### src/rtl/dac6_pkg.sv
package dac6_pkg;
  localparam int unsigned BUS_W   = 8;
  localparam int unsigned CODE_W  = 12;
  localparam int unsigned NUM_CH  = 6;
  localparam int unsigned ADDR_W  = 4;
endpackage

### src/rtl/dac6_decode.sv
module dac6_decode #(
  parameter int unsigned NUM_CH = 6,
  parameter int unsigned ADDR_W = 4
) (
  input  logic [ADDR_W-1:0] addr,
  input  logic              wr,
  input  logic              rd,
  output logic [NUM_CH-1:0] lo_we,
  output logic [NUM_CH-1:0] hi_we,
  output logic              hi_any,
  output logic              rd_win
);
  localparam int unsigned NREG = 2 * NUM_CH;

  always_comb begin
    lo_we = '0;
    hi_we = '0;
    for (int n = 0; n < NUM_CH; n++) begin
      if (wr && (int'(addr) == 2 * n))     lo_we[n] = 1'b1;
      if (wr && (int'(addr) == 2 * n + 1)) hi_we[n] = 1'b1;
    end
    hi_any = |hi_we;
    // window covers every channel register plus the first port after them
    rd_win = rd && (int'(addr) <= NREG);
  end
endmodule

### src/rtl/dac6_chan.sv
module dac6_chan #(
  parameter int unsigned BUS_W  = 8,
  parameter int unsigned CODE_W = 12
) (
  input  logic              clk,
  input  logic              rst_n,
  input  logic              lo_we,
  input  logic              hi_we,
  input  logic              xfer_mode,
  input  logic              grp_upd,
  input  logic [BUS_W-1:0]  wdata,
  output logic [CODE_W-1:0] code_q
);
  localparam int unsigned HI_W = CODE_W - BUS_W;

  logic [BUS_W-1:0]  lo_q, lo_n;
  logic [HI_W-1:0]   hi_q, hi_n;
  logic [CODE_W-1:0] code_n;
  logic              commit;

  always_comb begin
    lo_n   = lo_we ? wdata : lo_q;
    hi_n   = hi_we ? wdata[HI_W-1:0] : hi_q;
    commit = xfer_mode ? hi_we : grp_upd;
    code_n = commit ? {hi_n, lo_n} : code_q;
  end

  always_ff @(posedge clk or negedge rst_n) begin
    if (!rst_n) begin
      lo_q   <= '0;
      hi_q   <= '0;
      code_q <= '0;
    end else begin
      if (lo_we)  lo_q   <= lo_n;
      if (hi_we)  hi_q   <= hi_n;
      if (commit) code_q <= code_n;
    end
  end

  // a low-byte write alone leaves the output as it was
  a_r2_lo_no_change: assert property (@(posedge clk) disable iff (!rst_n)
    (lo_we && !(grp_upd && !xfer_mode)) |=> $stable(code_q));

  // transfer-mode high write lands its nibble on the output next cycle
  a_r4_xfer_commit: assert property (@(posedge clk) disable iff (!rst_n)
    (hi_we && xfer_mode) |=> (code_q[CODE_W-1:BUS_W] == $past(wdata[HI_W-1:0])));

  // simultaneous-mode output holds without a group update
  a_r6_sim_hold: assert property (@(posedge clk) disable iff (!rst_n)
    (!xfer_mode && !grp_upd) |=> $stable(code_q));

  // update coinciding with a high write uses the fresh nibble
  a_r10_same_cycle: assert property (@(posedge clk) disable iff (!rst_n)
    (hi_we && grp_upd && !xfer_mode) |=> (code_q[CODE_W-1:BUS_W] == $past(wdata[HI_W-1:0])));
endmodule

### src/rtl/dac6_zero_gate.sv
module dac6_zero_gate (
  input  logic clk,
  input  logic rst_n,
  input  logic zero_mode,
  input  logic hi_any,
  input  logic rd_win,
  output logic out_en
);
  logic seen_q, seen_n;
  logic rel_q, rel_n;

  always_comb begin
    seen_n = seen_q | hi_any;
    rel_n  = rel_q | (rd_win & seen_n);
    out_en = !zero_mode | rel_q;
  end

  always_ff @(posedge clk or negedge rst_n) begin
    if (!rst_n) begin
      seen_q <= 1'b0;
      rel_q  <= 1'b0;
    end else begin
      seen_q <= seen_n;
      rel_q  <= rel_n;
    end
  end

  // release only follows a read in the window
  a_r7_rel_after_read: assert property (@(posedge clk) disable iff (!rst_n)
    $rose(rel_q) |-> $past(rd_win));

  // once released, stays released
  a_r7_sticky: assert property (@(posedge clk) disable iff (!rst_n)
    rel_q |=> rel_q);

  // standard start keeps the enable high
  a_r8_std_en: assert property (@(posedge clk) disable iff (!rst_n)
    !zero_mode |-> out_en);
endmodule

### src/rtl/dac6_regbank.sv
module dac6_regbank
  import dac6_pkg::*;
#(
  parameter int unsigned P_BUS_W  = BUS_W,
  parameter int unsigned P_CODE_W = CODE_W,
  parameter int unsigned P_NUM_CH = NUM_CH,
  parameter int unsigned P_ADDR_W = ADDR_W,
  localparam int unsigned NPAIR   = P_NUM_CH / 2
) (
  input  logic                         clk,
  input  logic                         rst_n,
  input  logic [P_ADDR_W-1:0]          bus_addr,
  input  logic [P_BUS_W-1:0]           bus_wdata,
  input  logic                         bus_wr,
  input  logic                         bus_rd,
  input  logic [NPAIR-1:0]             pair_sim,
  input  logic                         zero_pwrup,
  output logic [P_NUM_CH*P_CODE_W-1:0] ch_code,
  output logic [P_NUM_CH-1:0]          ch_en
);
  logic [P_NUM_CH-1:0] lo_we, hi_we;
  logic                hi_any, rd_win, out_en;

  dac6_decode #(.NUM_CH(P_NUM_CH), .ADDR_W(P_ADDR_W)) u_dec (
    .addr(bus_addr), .wr(bus_wr), .rd(bus_rd),
    .lo_we(lo_we), .hi_we(hi_we), .hi_any(hi_any), .rd_win(rd_win)
  );

  dac6_zero_gate u_gate (
    .clk(clk), .rst_n(rst_n), .zero_mode(zero_pwrup),
    .hi_any(hi_any), .rd_win(rd_win), .out_en(out_en)
  );

  for (genvar n = 0; n < P_NUM_CH; n++) begin : g_ch
    logic [P_CODE_W-1:0] code_q;

    dac6_chan #(.BUS_W(P_BUS_W), .CODE_W(P_CODE_W)) u_ch (
      .clk(clk), .rst_n(rst_n),
      .lo_we(lo_we[n]), .hi_we(hi_we[n]),
      .xfer_mode(!pair_sim[n/2]), .grp_upd(rd_win),
      .wdata(bus_wdata), .code_q(code_q)
    );

    assign ch_code[n*P_CODE_W +: P_CODE_W] = out_en ? code_q : '0;
    assign ch_en[n] = out_en;
  end
endmodule

### config.mk
export PLATFORM = sky130hd
export DESIGN_NAME = dac6_regbank
export DESIGN_NICKNAME = d
export VERILOG_FILES = /design/src/rtl/dac6_pkg.sv /design/src/rtl/dac6_decode.sv /design/src/rtl/dac6_chan.sv /design/src/rtl/dac6_zero_gate.sv /design/src/rtl/dac6_regbank.sv
export SDC_FILE = /design/constraint.sdc
export NUM_CORES = 1
export LEC_CHECK = 0
export CORE_UTILIZATION = 30
export CTS_CLUSTER_SIZE = 30
export DETAILED_ROUTE_END_ITERATION = 8
export GPL_TIMING_DRIVEN = 0
export SLEW_MARGIN = 20
export SYNTH_ARGS = -nofsm -noshare
export SYNTH_HDL_FRONTEND = slang
export SYNTH_SLANG_ARGS = --single-unit
### constraint.sdc
create_clock -name clk -period 1.3 [get_ports clk]
set_input_delay 0.195 -clock clk [delete_from_list [all_inputs] [get_ports clk]]
set_output_delay 0.195 -clock clk [all_outputs]
set_load 0.02 [all_outputs]
### Yosys cells after proc, flatten, opt, wreduce, memory -nomap -nowiden

Cells that the tools add are included.

| operators by class | value |
|---|---|
| divide/modulo/power cells | 0 |
| order comparisons | 1 |
| eq/ne operators | 11 |
| mux-type cells | 36 |
| multipliers | 0 |
| reduce and logical (&&, ||, !) cells | 16 |
| add/subtract/negate cells | 0 |
| shift-type cells | 0 |
| bitwise logic cells | 4 |

Operators by type and width:

| cell | count |
|---|---|
| 12-bit 2-to-1 mux | 6 |
| 8-bit 2-to-1 mux | 6 |
| 4-bit equality test (second input constant) | 8 |
| 4-bit 2-to-1 mux | 6 |
| 1-bit 2-to-1 mux | 18 |
| 1-bit logical AND | 13 |
| 4-bit by 3-bit equality test with 1-bit output (second input constant) | 2 |
| 6-bit OR reduction | 1 |
| 4-bit by 2-bit equality test with 1-bit output (second input constant) | 1 |
| 4-bit <= comparator (second input constant) | 1 |
| 4-bit logical NOT | 1 |
| 1-bit bitwise OR | 3 |
| 1-bit bitwise AND | 1 |
| 1-bit logical NOT | 1 |

| storage, ports and cells | value |
|---|---|
| bits in writable memories | 0 |
| ROM bits | 0 |
| output and inout port bits | 78 |
| memories kept | 0 |
| flip-flop bits (word level) | 146 |
| input port bits | 20 |
| bits in latches | 0 |
| word-level logic and storage cells | 88 |

### Longest topological paths before layout

| depth | value |
|---|---|
| depth after elaboration | 7 |
| depth in mapped cells | 6 |
| gate-level depth less buffers | 4 |

### Cells and area by module

From an unflattened synthesis, not the netlist that was laid out.

| second synthesis, totals | value |
|---|---|
| cells, all modules | 421 |
| area total of the unflattened synthesis | 6,463.7 um2 |

By module, submodules not included:

| module | cells each | sequential area each (um2) | instances | area an instance (um2) |
|---|---|---|---|---|
| dac6_chan | 51 | 600.6 | 6 | 939.7 |
| dac6_regbank | 88 | 0.0 | 1 | 631.9 |
| dac6_decode | 22 | 0.0 | 1 | 121.4 |
| dac6_zero_gate | 5 | 50.0 | 1 | 72.6 |

### Worst setup path after synthesis

Ideal clock, no wire load.

| timing path | value |
|---|---|
| path type | input-to-reg |
| start point | in bus_addr[0] |
| end point | reg g_ch[1].u_ch.code_q[0] |
| required time | 1.175 ns |
| path buffers | 2 |
| stages on the path | 6 |
| data arrival time | 1.510 ns |
| path slack | -0.335 ns |
| setup time | 0.125 ns |
| path through | buf_2 nand2b_1 nand2b_1 clkbuf_1 mux2_2 mux2_2 |

| on the way | value |
|---|---|
| longest elaborated chain between the ends | 4 |
| elaborated cells on any way between the ends | 10 |
| classes of those cells | 1 x order compare; 2 x eq/ne; 4 x mux; 3 x reduce/logical |

Ends and longest elaborated chain:

| what | RTL line | source |
|---|---|---|
| start: declaration | dac6_regbank.sv:12 | `input logic [P_ADDR_W-1:0] bus_addr,` |
| branches (longest 4 deep; another with 4-bit <= comparator) | n/a |  |
| end signal: assignment | dac6_chan.sv:36 | `if (commit) code_q <= code_n;` |
| end: declaration | dac6_chan.sv:12 | `output logic [CODE_W-1:0] code_q` |

Several ways; the timed one is not identified.
A chain may end at the register's enable or synchronous reset.

### Final worst setup path

| timing path | value |
|---|---|
| start point | reg u_gate.rel_q |
| end point | out ch_code[44] |

| on the way | value |
|---|---|
| longest elaborated chain between the ends | 2 |

Ends and longest elaborated chain:

| what | RTL line | source |
|---|---|---|
| start: declaration | dac6_zero_gate.sv:10 | `logic rel_q, rel_n;` |
| start signal: assignment | dac6_zero_gate.sv:24 | `rel_q <= rel_n;` |
| 1-bit bitwise OR | dac6_zero_gate.sv:15 | `out_en = !zero_mode \| rel_q;` |
| 12-bit 2-to-1 mux | dac6_regbank.sv:44 | `assign ch_code[n*P_CODE_W +: P_CODE_W] = out_en ? code_q : '0;` |
| end: declaration | dac6_regbank.sv:18 | `output logic [P_NUM_CH*P_CODE_W-1:0] ch_code,` |

No other way between the ends.

==> reports/results.tsv <==
metric	value	unit
Skew-Pair Late Insertion Delay	410	ps
final wirelength	15800	µm
H-Tree Depth	4	
WP buf/inv	2	
synthesized area	0.00616	mm²
crit-path max cell delay	430	ps
fmax	561	MHz
drt wl/cell	18.5	µm
Mapped Cells	423	
PortBufs	96	
hold_ws	96.8	ps
Yosys warnings	0	
fin worst setup slack	-483	ps
clk buf depth	2	
slowest CP cell	dfrtp_1	
VDD IR max	937	µV
Setup crit end kind	primary output	
WP data required	1110	ps
Routed Antenna Nets	0	
#FFs+latches synth	146	
mean post-synth cell area	14.6	µm²
GRT Util Overall	0.156	
root buffer cell	clkbuf_16	
largest net degree at the start of global routing	105	
Startpoint Class	flip-flop	
min Tclk post-route	1780	ps
Crit Path Category	flip-flop to primary output	
number of CTS-inserted buffers	17	
Worst slew margin	0.664	
detailed-route via count	3824	
MaxCap Viol Count	0	
Hold Vio Cnt, Final	0	
antenna diode count	0	
Slew Viols, Final	0	
Layout Cells excl Fill	853	
first-pass GRT wire length	24800	µm
TritonCTS clock tree	done	
worst hold path class	primary input to flip-flop	
top-area cell type share of the netlist area	0.593	
drt pass-1 iters	4	
failing checks	negative setup slack	
endpoints failing setup	78	
die width	145	µm
Leakage	4.37	nW
die area	0.0211	mm²
crit path DAT	1590	ps
P per Cell Area	1920	mW/mm²
Netlist cell types	20	
fin nets	590	
Overall Power	17.9	mW
CTS Sinks	146	
Overflow after GRT	0	
placed insts	790	
Via density	4.48	
dpl hpwl	9920	µm
worst-path fanout max	6	
Worst Max-Slew Pin Slew	502	ps
Routability Congestion	0.720	
I/O pin count	98	
vias in the first global route	4182	
worst r2r src	g_ch[1].u_ch.lo_q[1]$_DFFE_PN0P_	
status	finished with violations	
number of fill cells	1796	
Clock Skew	4.65	ps
cell area after layout	0.00931	mm²
CP Cell Sequence	nand2b_4 > clkbuf_8 > and2_4 > buf_6	
die height	145	µm
Hold Crit Start	bus_addr[0]	
cell accounting for the most synthesized area	dfrtp_1	
RSZ-0062 raised after global routing	yes	
Area after DPL	0.00772	mm²
Synthesized Nets	443	
FP Rows	52	
Worst setup startpoint	u_gate.rel_q$_DFF_PN0_	
share of post-route cells with drive strength above 1	0.719	
initial antenna violation count	0	
clock-pin slew on the worst setup and hold paths	60	ps
Fin Setup TNS	-34140	ps
final period utilization	1.37	
Initial Util	0.305	
sequential-to-total area share from yosys stat	0.593	
family with the most delay on the worst path	flip-flops	
# DRC	0	
area grow syn2layout	51.1	%
Synth area leaders	dfrtp_1 (59%), mux2_2 (23%), and2_1 (7.3%)	
Core ar.	0.0202	mm²
Iter 0 DRT Violations	177	
-- layout make-up --
class                           instances  area (µm²)  share of cell area
Clock inverter                         12         138              0.0148
Buffer                                 25         329              0.0354
Timing Repair Buffer                  129        1480               0.159
Multi-Input combinational cell        251        2920               0.313
Clock buffer                           20         457              0.0491
Tap cell                              270         338              0.0363
Sequential cell                       146        3650               0.393
-- power breakdown --
part	switching, mW	leakage [nW]	internal [mW]	total [mW]
logic	2.57	2.28	3.95	6.53
clock network	1.79	0.299	3.09	4.87
registers	0.609	1.79	5.85	6.46
-- what timing repair did --
item | in CTS | in global routing
gates resized for setup | 614 | 54
hold buffers | 1 | 0
gates cloned | 11 | 2
endpoints found under the setup margin | 222 | 133
hold endpoints to repair | 42 | 0
pin swaps | 67 | 10
buffers inserted | 16 | 5
-- synth_stat cells (all sizes together) --
cell type    n
clkbuf      13
and2        72
nand3        4
nand2b       5
o31ai        4
or3          2
nor2         7
o211ai       1
buf         15
nor3b        1
dfrtp      146
nand2        3
nand3b       2
mux2       144
o21ai        2
a31o         2
-- layout by cell type (no fill, tap or decap), types with 3 or more instances in the layout --
cell type        synthesis  layout
and2_4                   0      72
buf_12                   0       5
buf_4                    8      15
buf_6                    0      97
buf_8                    0       8
bufinv_16                0       3
clkbuf_16                0      22
clkbuf_2                 0       3
clkbuf_8                 0       7
clkdlybuf4s50_1          0       9
clkinv_2                 0       8
dfrtp_1                146     146
dlygate4sd2_1            0       4
mux2_2                 128      90
mux2_4                  16      54
nand2b_4                 0       6
nor2_4                   0       4
o31ai_4                  0       4
-- state kept, by name, summed over array words and instances (netlist names) --
| name | count |
|---|---|
| g_ch.u_ch.code_q | 72 |
| g_ch.u_ch.lo_q | 48 |
| g_ch.u_ch.hi_q | 24 |
| u_gate.rel_q | 1 |
| u_gate.seen_q | 1 |
-- layer usage --
layer / up-vias / routed length [µm] / track usage
met1: 1999 / 7270 / 0.207
met4: 0 / 151 / 0.0395
met2: 69 / 7850 / 0.256
met3: 14 / 492 / 0.0390
li1: 1742 / - / -
met5: - / 0 / 0
-- final timing paths --
path,slack (ps),endpoint,cells past startpoint
setup / recovery,-480,ch_code[44],4
hold / removal,100,u_gate.seen_q$_DFF_PN0_,2
setup reg to reg,250,g_ch[1].u_ch.code_q[1]$_DFFE_PN0P_,2
hold reg to reg,480,u_gate.seen_q$_DFF_PN0_,1
max in group asynchronous,240,g_ch[4].u_ch.lo_q[4]$_DFFE_PN0P_,3
min in group asynchronous,250,g_ch[0].u_ch.code_q[2]$_DFFE_PN0P_,2
-- logic make-up (layout without fill, tap and decap cells) --
| group | after synthesis | after routing | synth area share |
|---|---|---|---|
| AOI/OAI and AO/OA | 9 | 9 | 0.0112 |
| buffers and inverters | 28 | 186 | 0.0234 |
| DFF | 146 | 146 | 0.593 |
| muxes | 144 | 144 | 0.273 |
| and+or+nand+nor | 96 | 98 | 0.0990 |
-- through the flow --
stage,setup slack [ps],util
6_report,-483,0.461
5_1_grt,-531,0.461
2_1_floorplan,-220,-
4_1_cts,-506,0.450
3_5_place_dp,-1540,0.383
3_3_place_gp,-5550,0.381
Power figures use the tool's default switching activity.
